## src/rtl/ifa_pkg.sv

```systemverilog
// Package: shared register indices, flag positions and mode codes for the
// interface adapter register bank. Assumes 8-bit registers and 16-bit timers.
package ifa_pkg;
    localparam int DATA_W = 8;
    localparam int CNT_W  = 16;
    localparam int FLAG_W = 7;
    localparam int IDX_W  = 4;
    localparam int N_TMR  = 2;

    typedef enum logic [IDX_W-1:0] {
        IX_PORTB   = 4'd0,
        IX_PORTA   = 4'd1,
        IX_DIRB    = 4'd2,
        IX_DIRA    = 4'd3,
        IX_T1_LO   = 4'd4,
        IX_T1_HI   = 4'd5,
        IX_T1L_LO  = 4'd6,
        IX_T1L_HI  = 4'd7,
        IX_T2_LO   = 4'd8,
        IX_T2_HI   = 4'd9,
        IX_SHIFT   = 4'd10,
        IX_AUXCTL  = 4'd11,
        IX_PERCTL  = 4'd12,
        IX_FLAGS   = 4'd13,
        IX_ENABLES = 4'd14,
        IX_PORTA_NH = 4'd15
    } reg_idx_e;

    localparam int FLG_SHIFT = 2;
    localparam int FLG_T1    = 6;
    localparam logic [1:0] T1_CONTINUOUS = 2'b01;
endpackage

```

## src/rtl/ifa_prescaler.sv

```systemverilog
// Module: shared prescaler. Emits a one-cycle tick every PRESCALE clocks.
// Assumes PRESCALE >= 2. A restart pulse returns the phase to zero, so the
// next tick follows PRESCALE clocks after the restart edge.
module ifa_prescaler #(
    parameter int PRESCALE = 6
) (
    input  logic clk,
    input  logic rst_n,
    input  logic restart,
    output logic tick
);
    localparam int PRE_W = (PRESCALE > 1) ? $clog2(PRESCALE) : 1;
    localparam logic [PRE_W-1:0] LAST = PRE_W'(PRESCALE - 1);

    logic [PRE_W-1:0] phase;

    // Tick on the last phase of each period.
    assign tick = (phase == LAST);

    // Advance the phase; clear it on restart or at the end of a period.
    always_ff @(posedge clk) begin
        if (!rst_n)       phase <= '0;
        else if (restart) phase <= '0;
        else if (tick)    phase <= '0;
        else              phase <= phase + 1'b1;
    end

    // the phase never leaves its range.
    p_phase_range_r3: assert property (@(posedge clk) disable iff (!rst_n)
        phase <= LAST);
    // a restart holds the tick off on the following cycle.
    p_restart_delays_tick_r3: assert property (@(posedge clk) disable iff (!rst_n)
        restart |=> !tick);
endmodule

```

## src/rtl/ifa_timer.sv

```systemverilog
// Module: one 16-bit down-counter with byte loads. Writes take priority over
// the tick. A tick at zero loads the reload value and pulses wrap.
// Assumes the reload value is supplied by the parent.
module ifa_timer
    import ifa_pkg::*;
(
    input  logic              clk,
    input  logic              rst_n,
    input  logic              tick,
    input  logic              wr_lo,
    input  logic              wr_hi,
    input  logic [DATA_W-1:0] wdata,
    input  logic [CNT_W-1:0]  reload,
    output logic [CNT_W-1:0]  count,
    output logic              wrap
);
    // Wrap happens on a tick taken while the count is zero.
    assign wrap = tick && (count == '0) && !wr_lo && !wr_hi;

    // Byte loads, then decrement or reload.
    always_ff @(posedge clk) begin
        if (!rst_n)     count <= '1;
        else if (wr_lo) count <= {count[CNT_W-1:DATA_W], wdata};
        else if (wr_hi) count <= {wdata, count[DATA_W-1:0]};
        else if (tick)  count <= (count == '0) ? reload : count - 1'b1;
    end

    // an undisturbed tick from a nonzero count decrements by one.
    p_decrement_r3: assert property (@(posedge clk) disable iff (!rst_n)
        (tick && !wr_lo && !wr_hi && count != '0) |=> count == $past(count) - 1'b1);
    // a wrap loads the reload value.
    p_wrap_reload_r5: assert property (@(posedge clk) disable iff (!rst_n)
        wrap |=> count == $past(reload));
    // a low-byte write keeps the high byte.
    p_lo_keeps_hi_r4: assert property (@(posedge clk) disable iff (!rst_n)
        wr_lo |=> count[CNT_W-1:DATA_W] == $past(count[CNT_W-1:DATA_W]));
endmodule

```

## src/rtl/ifa_irq_ctrl.sv

```systemverilog
// Module: interrupt flag and enable bytes with the interrupt output.
// A hardware set wins over a clear on the same edge. Only flag bit 2,
// when enabled, raises the interrupt. Assumes single-cycle set pulses.
module ifa_irq_ctrl
    import ifa_pkg::*;
(
    input  logic              clk,
    input  logic              rst_n,
    input  logic [FLAG_W-1:0] set_vec,
    input  logic              flags_wr,
    input  logic              enables_wr,
    input  logic              t1_ack,
    input  logic [DATA_W-1:0] wdata,
    output logic [FLAG_W-1:0] flags,
    output logic [FLAG_W-1:0] enables,
    output logic              irq
);
    logic [FLAG_W-1:0] clr_vec;

    // Build the clear mask from software writes and timer 1 acknowledges.
    always_comb begin
        clr_vec = flags_wr ? wdata[FLAG_W-1:0] : '0;
        if (t1_ack) clr_vec[FLG_T1] = 1'b1;
    end

    // Flag byte: clear, then set.
    always_ff @(posedge clk) begin
        if (!rst_n) flags <= '0;
        else        flags <= (flags & ~clr_vec) | set_vec;
    end

    // Enable byte: bit 7 of the write picks group set or group clear.
    always_ff @(posedge clk) begin
        if (!rst_n)
            enables <= '0;
        else if (enables_wr)
            enables <= wdata[DATA_W-1] ? (enables | wdata[FLAG_W-1:0])
                                       : (enables & ~wdata[FLAG_W-1:0]);
    end

    // Only the shift-complete source reaches the output.
    assign irq = flags[FLG_SHIFT] & enables[FLG_SHIFT];

    // a group-set write leaves every written bit enabled.
    p_enable_set_r9: assert property (@(posedge clk) disable iff (!rst_n)
        (enables_wr && wdata[DATA_W-1]) |=>
            (enables & $past(wdata[FLAG_W-1:0])) == $past(wdata[FLAG_W-1:0]));
    // a clear write removes the written bits that no set reasserts.
    p_flag_clear_r8: assert property (@(posedge clk) disable iff (!rst_n)
        flags_wr |=> (flags & $past(wdata[FLAG_W-1:0]) & ~$past(set_vec)) == '0);
    // an acknowledge clears the timer 1 flag unless a wrap sets it again.
    p_t1_ack_r7: assert property (@(posedge clk) disable iff (!rst_n)
        (t1_ack && !set_vec[FLG_T1]) |=> !flags[FLG_T1]);
    // a shift pulse always leaves flag bit 2 set.
    p_shift_sets_r10: assert property (@(posedge clk) disable iff (!rst_n)
        set_vec[FLG_SHIFT] |=> flags[FLG_SHIFT]);
endmodule

```

## src/rtl/ifa_regbank.sv

```systemverilog
// Module: top of the interface adapter register bank. It decodes the
// register index from the top four address bits and holds the plain storage
// bytes. It contains the two timers, the shared prescaler and the interrupt
// logic. Read data is combinational. Read side effects and writes occur at
// the clock edge. Assumes reg_wr and reg_rd are never high together.
module ifa_regbank
    import ifa_pkg::*;
#(
    parameter int ADDR_W   = 13,
    parameter int PRESCALE = 6
) (
    input  logic              clk,
    input  logic              rst_n,
    input  logic              reg_wr,
    input  logic              reg_rd,
    input  logic [ADDR_W-1:0] bus_addr,
    input  logic [7:0]        wdata,
    output logic [7:0]        rdata,
    input  logic              shift_done,
    output logic              irq
);
    reg_idx_e idx;
    logic [DATA_W-1:0] port_b, port_a, dir_b, dir_a, shreg, auxctl, perctl, port_a_nh;
    logic [CNT_W-1:0]  t1_latch;
    logic [CNT_W-1:0]  cnt    [N_TMR];
    logic [CNT_W-1:0]  reload [N_TMR];
    logic [N_TMR-1:0]  wr_lo, wr_hi, wrap;
    logic              tick, restart, t1_cont, t1_ack;
    logic [FLAG_W-1:0] flags, enables, set_vec;

    // Register index from the top address bits.
    assign idx = reg_idx_e'(bus_addr[ADDR_W-1 -: IDX_W]);

    // Counter byte write strobes.
    assign wr_lo[0] = reg_wr && idx == IX_T1_LO;
    assign wr_hi[0] = reg_wr && idx == IX_T1_HI;
    assign wr_lo[1] = reg_wr && idx == IX_T2_LO;
    assign wr_hi[1] = reg_wr && idx == IX_T2_HI;
    assign restart  = |{wr_lo, wr_hi};

    // Reload values: timer 1 from its latch, timer 2 full range.
    assign reload[0] = t1_latch - 1'b1;
    assign reload[1] = '1;

    ifa_prescaler #(.PRESCALE(PRESCALE)) u_pre (
        .clk(clk), .rst_n(rst_n), .restart(restart), .tick(tick)
    );

    // Two timers of identical structure.
    for (genvar i = 0; i < N_TMR; i++) begin : g_tmr
        ifa_timer u_tmr (
            .clk(clk), .rst_n(rst_n), .tick(tick),
            .wr_lo(wr_lo[i]), .wr_hi(wr_hi[i]), .wdata(wdata),
            .reload(reload[i]), .count(cnt[i]), .wrap(wrap[i])
        );
    end

    // Interrupt sources and timer 1 acknowledge.
    assign t1_cont = (auxctl[7:6] == T1_CONTINUOUS);
    assign t1_ack  = reg_rd && (idx == IX_T1_LO || idx == IX_T1_HI);
    always_comb begin
        set_vec            = '0;
        set_vec[FLG_T1]    = wrap[0] && t1_cont;
        set_vec[FLG_SHIFT] = shift_done;
    end

    ifa_irq_ctrl u_irq (
        .clk(clk), .rst_n(rst_n), .set_vec(set_vec),
        .flags_wr(reg_wr && idx == IX_FLAGS),
        .enables_wr(reg_wr && idx == IX_ENABLES),
        .t1_ack(t1_ack), .wdata(wdata),
        .flags(flags), .enables(enables), .irq(irq)
    );

    // Plain storage and latch writes.
    always_ff @(posedge clk) begin
        if (!rst_n) begin
            port_b <= '0; port_a <= '0; dir_b <= '0; dir_a <= '0;
            shreg <= '0; auxctl <= '0; perctl <= '0; port_a_nh <= '0;
            t1_latch <= '0;
        end else if (reg_wr) begin
            case (idx)
                IX_PORTB:    port_b    <= wdata;
                IX_PORTA:    port_a    <= wdata;
                IX_DIRB:     dir_b     <= wdata;
                IX_DIRA:     dir_a     <= wdata;
                IX_T1L_LO:   t1_latch[DATA_W-1:0]     <= wdata;
                IX_T1L_HI:   t1_latch[CNT_W-1:DATA_W] <= wdata;
                IX_SHIFT:    shreg     <= wdata;
                IX_AUXCTL:   auxctl    <= wdata;
                IX_PERCTL:   perctl    <= wdata;
                IX_PORTA_NH: port_a_nh <= wdata;
                default: ;
            endcase
        end
    end

    // Read multiplexer.
    always_comb begin
        case (idx)
            IX_PORTB:    rdata = port_b;
            IX_PORTA:    rdata = port_a;
            IX_DIRB:     rdata = dir_b;
            IX_DIRA:     rdata = dir_a;
            IX_T1_LO:    rdata = cnt[0][DATA_W-1:0];
            IX_T1_HI:    rdata = cnt[0][CNT_W-1:DATA_W];
            IX_T1L_LO:   rdata = t1_latch[DATA_W-1:0];
            IX_T1L_HI:   rdata = t1_latch[CNT_W-1:DATA_W];
            IX_T2_LO:    rdata = cnt[1][DATA_W-1:0];
            IX_T2_HI:    rdata = cnt[1][CNT_W-1:DATA_W];
            IX_SHIFT:    rdata = shreg;
            IX_AUXCTL:   rdata = auxctl;
            IX_PERCTL:   rdata = perctl;
            IX_FLAGS:    rdata = {1'b0, flags};
            IX_ENABLES:  rdata = {1'b0, enables};
            default:     rdata = port_a_nh;
        endcase
    end

    // a write to the auxiliary control index is held for readback.
    p_auxctl_store_r1: assert property (@(posedge clk) disable iff (!rst_n)
        (reg_wr && idx == IX_AUXCTL) |=> auxctl == $past(wdata));
    // outside continuous mode no edge raises the timer 1 flag.
    p_no_flag_outside_cont_r6: assert property (@(posedge clk) disable iff (!rst_n)
        (!t1_cont && !flags[FLG_T1]) |=> !flags[FLG_T1]);
    // a rise of irq needs the shift flag.
    p_irq_source_r10: assert property (@(posedge clk) disable iff (!rst_n)
        $rose(irq) |-> flags[FLG_SHIFT]);
endmodule

```

## config.mk

```make
export PLATFORM = sky130hd
export DESIGN_NAME = ifa_regbank
export DESIGN_NICKNAME = d
export VERILOG_FILES = /design/src/rtl/ifa_pkg.sv /design/src/rtl/ifa_prescaler.sv /design/src/rtl/ifa_timer.sv /design/src/rtl/ifa_irq_ctrl.sv /design/src/rtl/ifa_regbank.sv
export SDC_FILE = /design/constraint.sdc
export NUM_CORES = 1
export LEC_CHECK = 0
export CAP_MARGIN = 20
export CORE_MARGIN = 3
export CORE_UTILIZATION = 55
export DETAILED_ROUTE_END_ITERATION = 10
export PLACE_DENSITY = 0.8
export SLEW_MARGIN = 20
export SYNTH_ARGS = -nofsm -noshare
export SYNTH_HDL_FRONTEND = slang
export SYNTH_SLANG_ARGS = --single-unit
```

## constraint.sdc

```tcl
create_clock -name clk -period 3.2 [get_ports clk]
set_input_delay 0.8 -clock clk [delete_from_list [all_inputs] [get_ports clk]]
set_output_delay 0.8 -clock clk [all_outputs]
set_load 0.03 [all_outputs]
```

==> reports/metrics.yaml, run 1 <==
rsz0062_at_grt: "yes"
synth_top_area_share_pct: 35.1
synth-edff-count: 0
slew_headroom_pct: 35.7
worst_slack_ns: 0.00313
seqPwrFrac_pct: 41.4
p_sw_mw: 1.09
combinationalPowerShare_pct: 12.2
worstSetupEndpointType: "output pin"
clkLatencyLatePin_ns: 0.43
worst_pin_slew_ns: 0.961
firstDrtPassIters: 7
gp_congestion: 0.986
grt_pass1_wl_um: 36700
numClockSinks: 129
num_io_pins: 35
antenna_found_initial: 0
cellLeakagePower_nw: 3.61
drc_errors: 0
yosysTopAreaCell: "dfxtp_1"
crit_fanout: 7
synth_ff_type: "dfxtp_1"
ys_async_sr_fraction_pct: 0
syn2layout_area_growth_pct: 22.7
track_usage_pct: 32.3
dpl.hpwl_um: 16200
cp.arrival_ns: 2.40
finalCriticalPeriod_ns: 3.20
ys_ff_latch: 129
status: "complete, no violations"
p_clk_share_pct: 46.4
initial_core_util_pct: 57.2
drtIter0Drc: 858
cts-root-buf: "clkbuf_16"
via_per_inst: 6.23
rows: 41
synth_top_cells_by_count: "dfxtp_1, mux2i_1, nor2b_1"
fmax_mhz: 313
slew_viol_final: 0
grt_overflow_total: 0
die_area_um2: 14800
drive_gt1_share_pct: 20.2
irDropWorstVdd_mv: 0.418
postRouteAntennaNets: 0
period_share_pct: 99.9
coreArea_um2: 12900
num_vias: 7094
yosysSeqAreaShare_pct: 35.1
postLayoutCellArea_um2: 9040
cp.required_ns: 2.40
fin_nets: 985
yosysWarnings: 0
whs_ns: 0.432
min_path_type: "flop to flop"
grt_max_degree: 67
cts_buffer_depth: 2
p_sw_share_pct: 27.2
placed_cell_area_um2: 8310
crit_type: "input port to output pin"
die-width_um: 122
power_mw: 4.00
hold_viol_final: 0
nFillCells: 1018
synth.distinct_cells: 68
netlist_area_um2: 7360
place_ws_ns: -0.592
place_inst: 1105
maxCapViolCount: 0
finish.utilization_pct: 70.2
stdcell_count: 1139
yosysMostFrequentCell: "dfxtp_1"
syn_avg_cell_area_um2: 8.38
critPathLaunchType: "input port"
clkTransAtPathRegs_ns: 0.06
final.setup.tns_ns: 0
finalWirelength_um: 23200
p_int_mw: 2.91
ys_top_cells_by_area: "dfxtp_1, mux2i_1, nor2b_1"
diodes: 0
hold_buffers: 0
synth_nets: 910
netlist_instances: 879
htree_levels: 4
cts-buffers-inserted: 17
post_drt_wl_per_cell_um: 20.3
die_h_um: 122
cts_tree: "yes"
grt_pass1_vias: 6816
setup_viol: 0
io_buffers: 25
skew_ns: 0.00709
p_per_area_nw_per_um2: 443
-- final cells by class --
cell class	count	area (um^2)	area share, %
clock inverters	15	136	1.51
clock buffers	17	425	4.71
well taps	172	215	2.38
repair buffers	128	1100	12.2
inverters	14	52.6	0.582
multi-input cells	664	4520	50.0
flip-flops and latches	129	2580	28.6
-- sequential cells by signal (all words and copies together) (netlist names), 8 cells and up, named ones only --
register and cells:
dir_b 8, port_b 8, port_a_nh 8, dir_a 8, auxctl 8, perctl 8
port_a 8, shreg 8, t1_latch 16, g_tmr.u_tmr.count 32
-- cells by family after synthesis --
| logic type | count (synthesis) | synth area share (%) |
|---|---|---|
| fa+ha+maj | 5 | 0.849 |
| flops | 129 | 35.1 |
| buf+inv | 86 | 4.82 |
| compound gates | 206 | 18.2 |
| xor+xnor | 17 | 2.02 |
| mux | 109 | 15.8 |
| simple gates | 327 | 23.2 |
-- worst paths after layout --
| check | from | end | slack, ns | depth (start not counted) |
|---|---|---|---|---|
| worst max-delay path | bus_addr[11] | rdata[0] | 0.003 | 11 |
| worst min-delay path | u_irq.flags[4] | u_irq.flags[4] | 0.43 | 2 |
| worst max register to register | g_tmr[0].u_tmr.count[3] | g_tmr[0].u_tmr.count[8] | 0.15 | 12 |
| worst min register to register | u_irq.flags[4] | u_irq.flags[4] | 0.43 | 2 |
-- worst max-delay path, cell delays in order --
cell      delay (ns)
buf_6           0.12
buf_6           0.13
buf_12          0.10
mux2i_2         0.22
nor2_1          0.07
a311oi_2        0.27
a21oi_1         0.07
a21oi_1         0.14
a21oi_1         0.09
o22a_1          0.20
buf_4           0.17
-- power groups by stage --
stage,Clock [mW],Combinational [mW],Sequential [mW]
final,1.86,0.489,1.66
after global routing,1.95,0.516,1.66
after CTS,1.87,0.470,1.66
after detailed placement,0,0.453,1.69
after global placement,0,0.448,1.69
after floorplan,0,0.272,1.68
-- layout by cell type (no fill, tap or decap), drive strengths merged, types with 15 or more instances in the layout --
cell type  count
a21oi         55
nand3         26
clkbuf        17
dfxtp        129
nor2          66
a31oi         18
buf          115
nor2b         89
nand2         73
o21ai         36
mux2i         98
nor3          20
a22oi         15
o211ai        21
inv           17
-- repair_timing --
item / 4_1_cts / 5_1_grt
resized for setup: 36 / 24
cloned: 0 / 0
buffers inserted: 2 / 0
setup endpoints to repair: 8 / 9
pin swaps: 3 / 11
-- per-layer routing --
metal / share of wire (%) / vias to the layer above / GRT usage (%)
li1: - / 3297 / -
met1: 41 / 3319 / 42.6
met2: 45 / 397 / 48.8
met3: 9.7 / 81 / 7.89
met4: 4.9 / 0 / 17.4
met5: 0 / - / 0
No activity file was read; power rests on OpenSTA's default activity.
==> run 2: changes to the inputs <==
CORE_ASPECT_RATIO = 0.5   (was not set)
SLEW_MARGIN = 40   (was 20)
==> reports/metrics.yaml, run 2 (synthesized netlist as in run 1, its figures left out) <==
num_vias: 7408
numClockSinks: 129
cts_buffer_depth: 2
firstDrtPassIters: 6
coreArea_um2: 12900
placed_cell_area_um2: 8270
power_mw: 4.30
cts_tree: "yes"
stdcell_count: 1139
rsz0062_at_grt: "yes"
rows: 29
period_share_pct: 99.8
worstSetupEndpointType: "output pin"
clkTransAtPathRegs_ns: 0.06
cellLeakagePower_nw: 3.70
whs_ns: 0.438
irDropWorstVdd_mv: 0.356
num_io_pins: 35
track_usage_pct: 34.5
drc_errors: 0
drive_gt1_share_pct: 20.9
final_common_cell: "dfxtp_1"
fin_nets: 987
finalWirelength_um: 25600
initial_core_util_pct: 57.2
fmax_mhz: 313
cp.arrival_ns: 2.39
grt_pass1_vias: 7067
cts-root-buf: "clkbuf_16"
grt_max_degree: 49
slew_headroom_pct: 49.1
maxCapViolCount: 0
regMostFlops: "g_tmr.u_tmr.count"
skew_ns: 0.00769
drtIter0Drc: 1163
cp.required_ns: 2.40
p_per_area_nw_per_um2: 467
crit_type: "input port to output pin"
cts-buffers-inserted: 17
die_area_um2: 14900
status: "complete, no violations"
hold_viol_final: 0
grt_overflow_total: 0
critPathLaunchType: "input port"
die-width_um: 170
clkLatencyLatePin_ns: 0.42
min_path_type: "flop to flop"
io_buffers: 25
htree_levels: 4
finalCriticalPeriod_ns: 3.19
dpl.hpwl_um: 17100
slew_viol_final: 0
grt_pass1_wl_um: 39400
finish.utilization_pct: 71.5
via_per_inst: 6.50
place_inst: 1098
syn2layout_area_growth_pct: 25.0
hold_buffers: 0
postRouteAntennaNets: 0
reg_top3: "g_tmr.u_tmr.count: 32 flops, t1_latch: 16 flops"
diodes: 0
gp_congestion: 1.02
final_cell_mix: "dfxtp_1, buf_4, mux2i_1, nor2b_1, nand2_1"
postLayoutCellArea_um2: 9210
post_drt_wl_per_cell_um: 22.5
antenna_found_initial: 0
die_h_um: 87.8
largest_register_ffs: 32
setup_viol: 0
crit_fanout: 7
worst_pin_slew_ns: 0.760
run 2: changes by cell type in the layout (fill, tap and decap cells not counted), moves of 3 or more:
cell and delta:
a21oi_2 +3, clkinv_2 -3, clkbuf_4 +3, mux2i_4 +3
a21oi_1 -3, bufinv_16 +3
run 2: final cells by class:
type | count | area (um^2)
sequential | 129 | 2580
multi-input combinational | 664 | 4570
clock buffer | 21 | 460
inverter | 14 | 52.6
fill | 926 | 3680
tap | 170 | 213
timing repair buffer | 130 | 1140
clock inverter | 11 | 178
run 2: through the flow:
stage | setup TNS, ns | worst slack [ns]
floorplan | 0 | 0.00313
global placement | -2.56 | -0.460
detailed placement | -2.54 | -0.456
CTS | -0.00349 | -0.00349
global route | -0.152 | -0.0557
finish | 0 | 0.00733
run 2: layer usage:
layer  vias up  GRT usage, %  routed length (um)
met5         -             0                   0
met3        96          10.1                3410
met1      3513          46.7               10600
li1       3305             -                   -
met2       494          52.3               10600
met4         0          13.5                 972
run 2: worst max-delay path: stages:
cell and delay [ns]:
buf_8 0.09, buf_6 0.10, buf_6 0.12, buf_12 0.14
buf_4 0.14, mux2i_4 0.26, o22ai_1 0.12, o211ai_1 0.29
o221ai_2 0.15, buf_4 0.19
run 2: path summary, 6_finish.rpt:
path / endpoint / slack, ns / from / cells after the start
min reg2reg: u_irq.flags[0] / 0.44 / u_irq.flags[0] / 2
max reg2reg: g_tmr[0].u_tmr.count[8] / 0.09 / g_tmr[0].u_tmr.count[15] / 12
min: u_irq.flags[0] / 0.44 / u_irq.flags[0] / 2
max: rdata[7] / 0.007 / bus_addr[9] / 10
run 2: where the power goes:
group	internal, mW	switching [mW]
logic	0.220	0.293
registers	1.63	0.0251
clock network	1.35	0.771
run 2: timing repair:
action                                  in CTS  in global routing
buffers inserted                             4                  4
hold endpoints to repair                     0                  0
pin swaps                                    6                 13
cloned                                       1                  0
endpoints found under the setup margin       8                 11
resized for setup                           35                 33
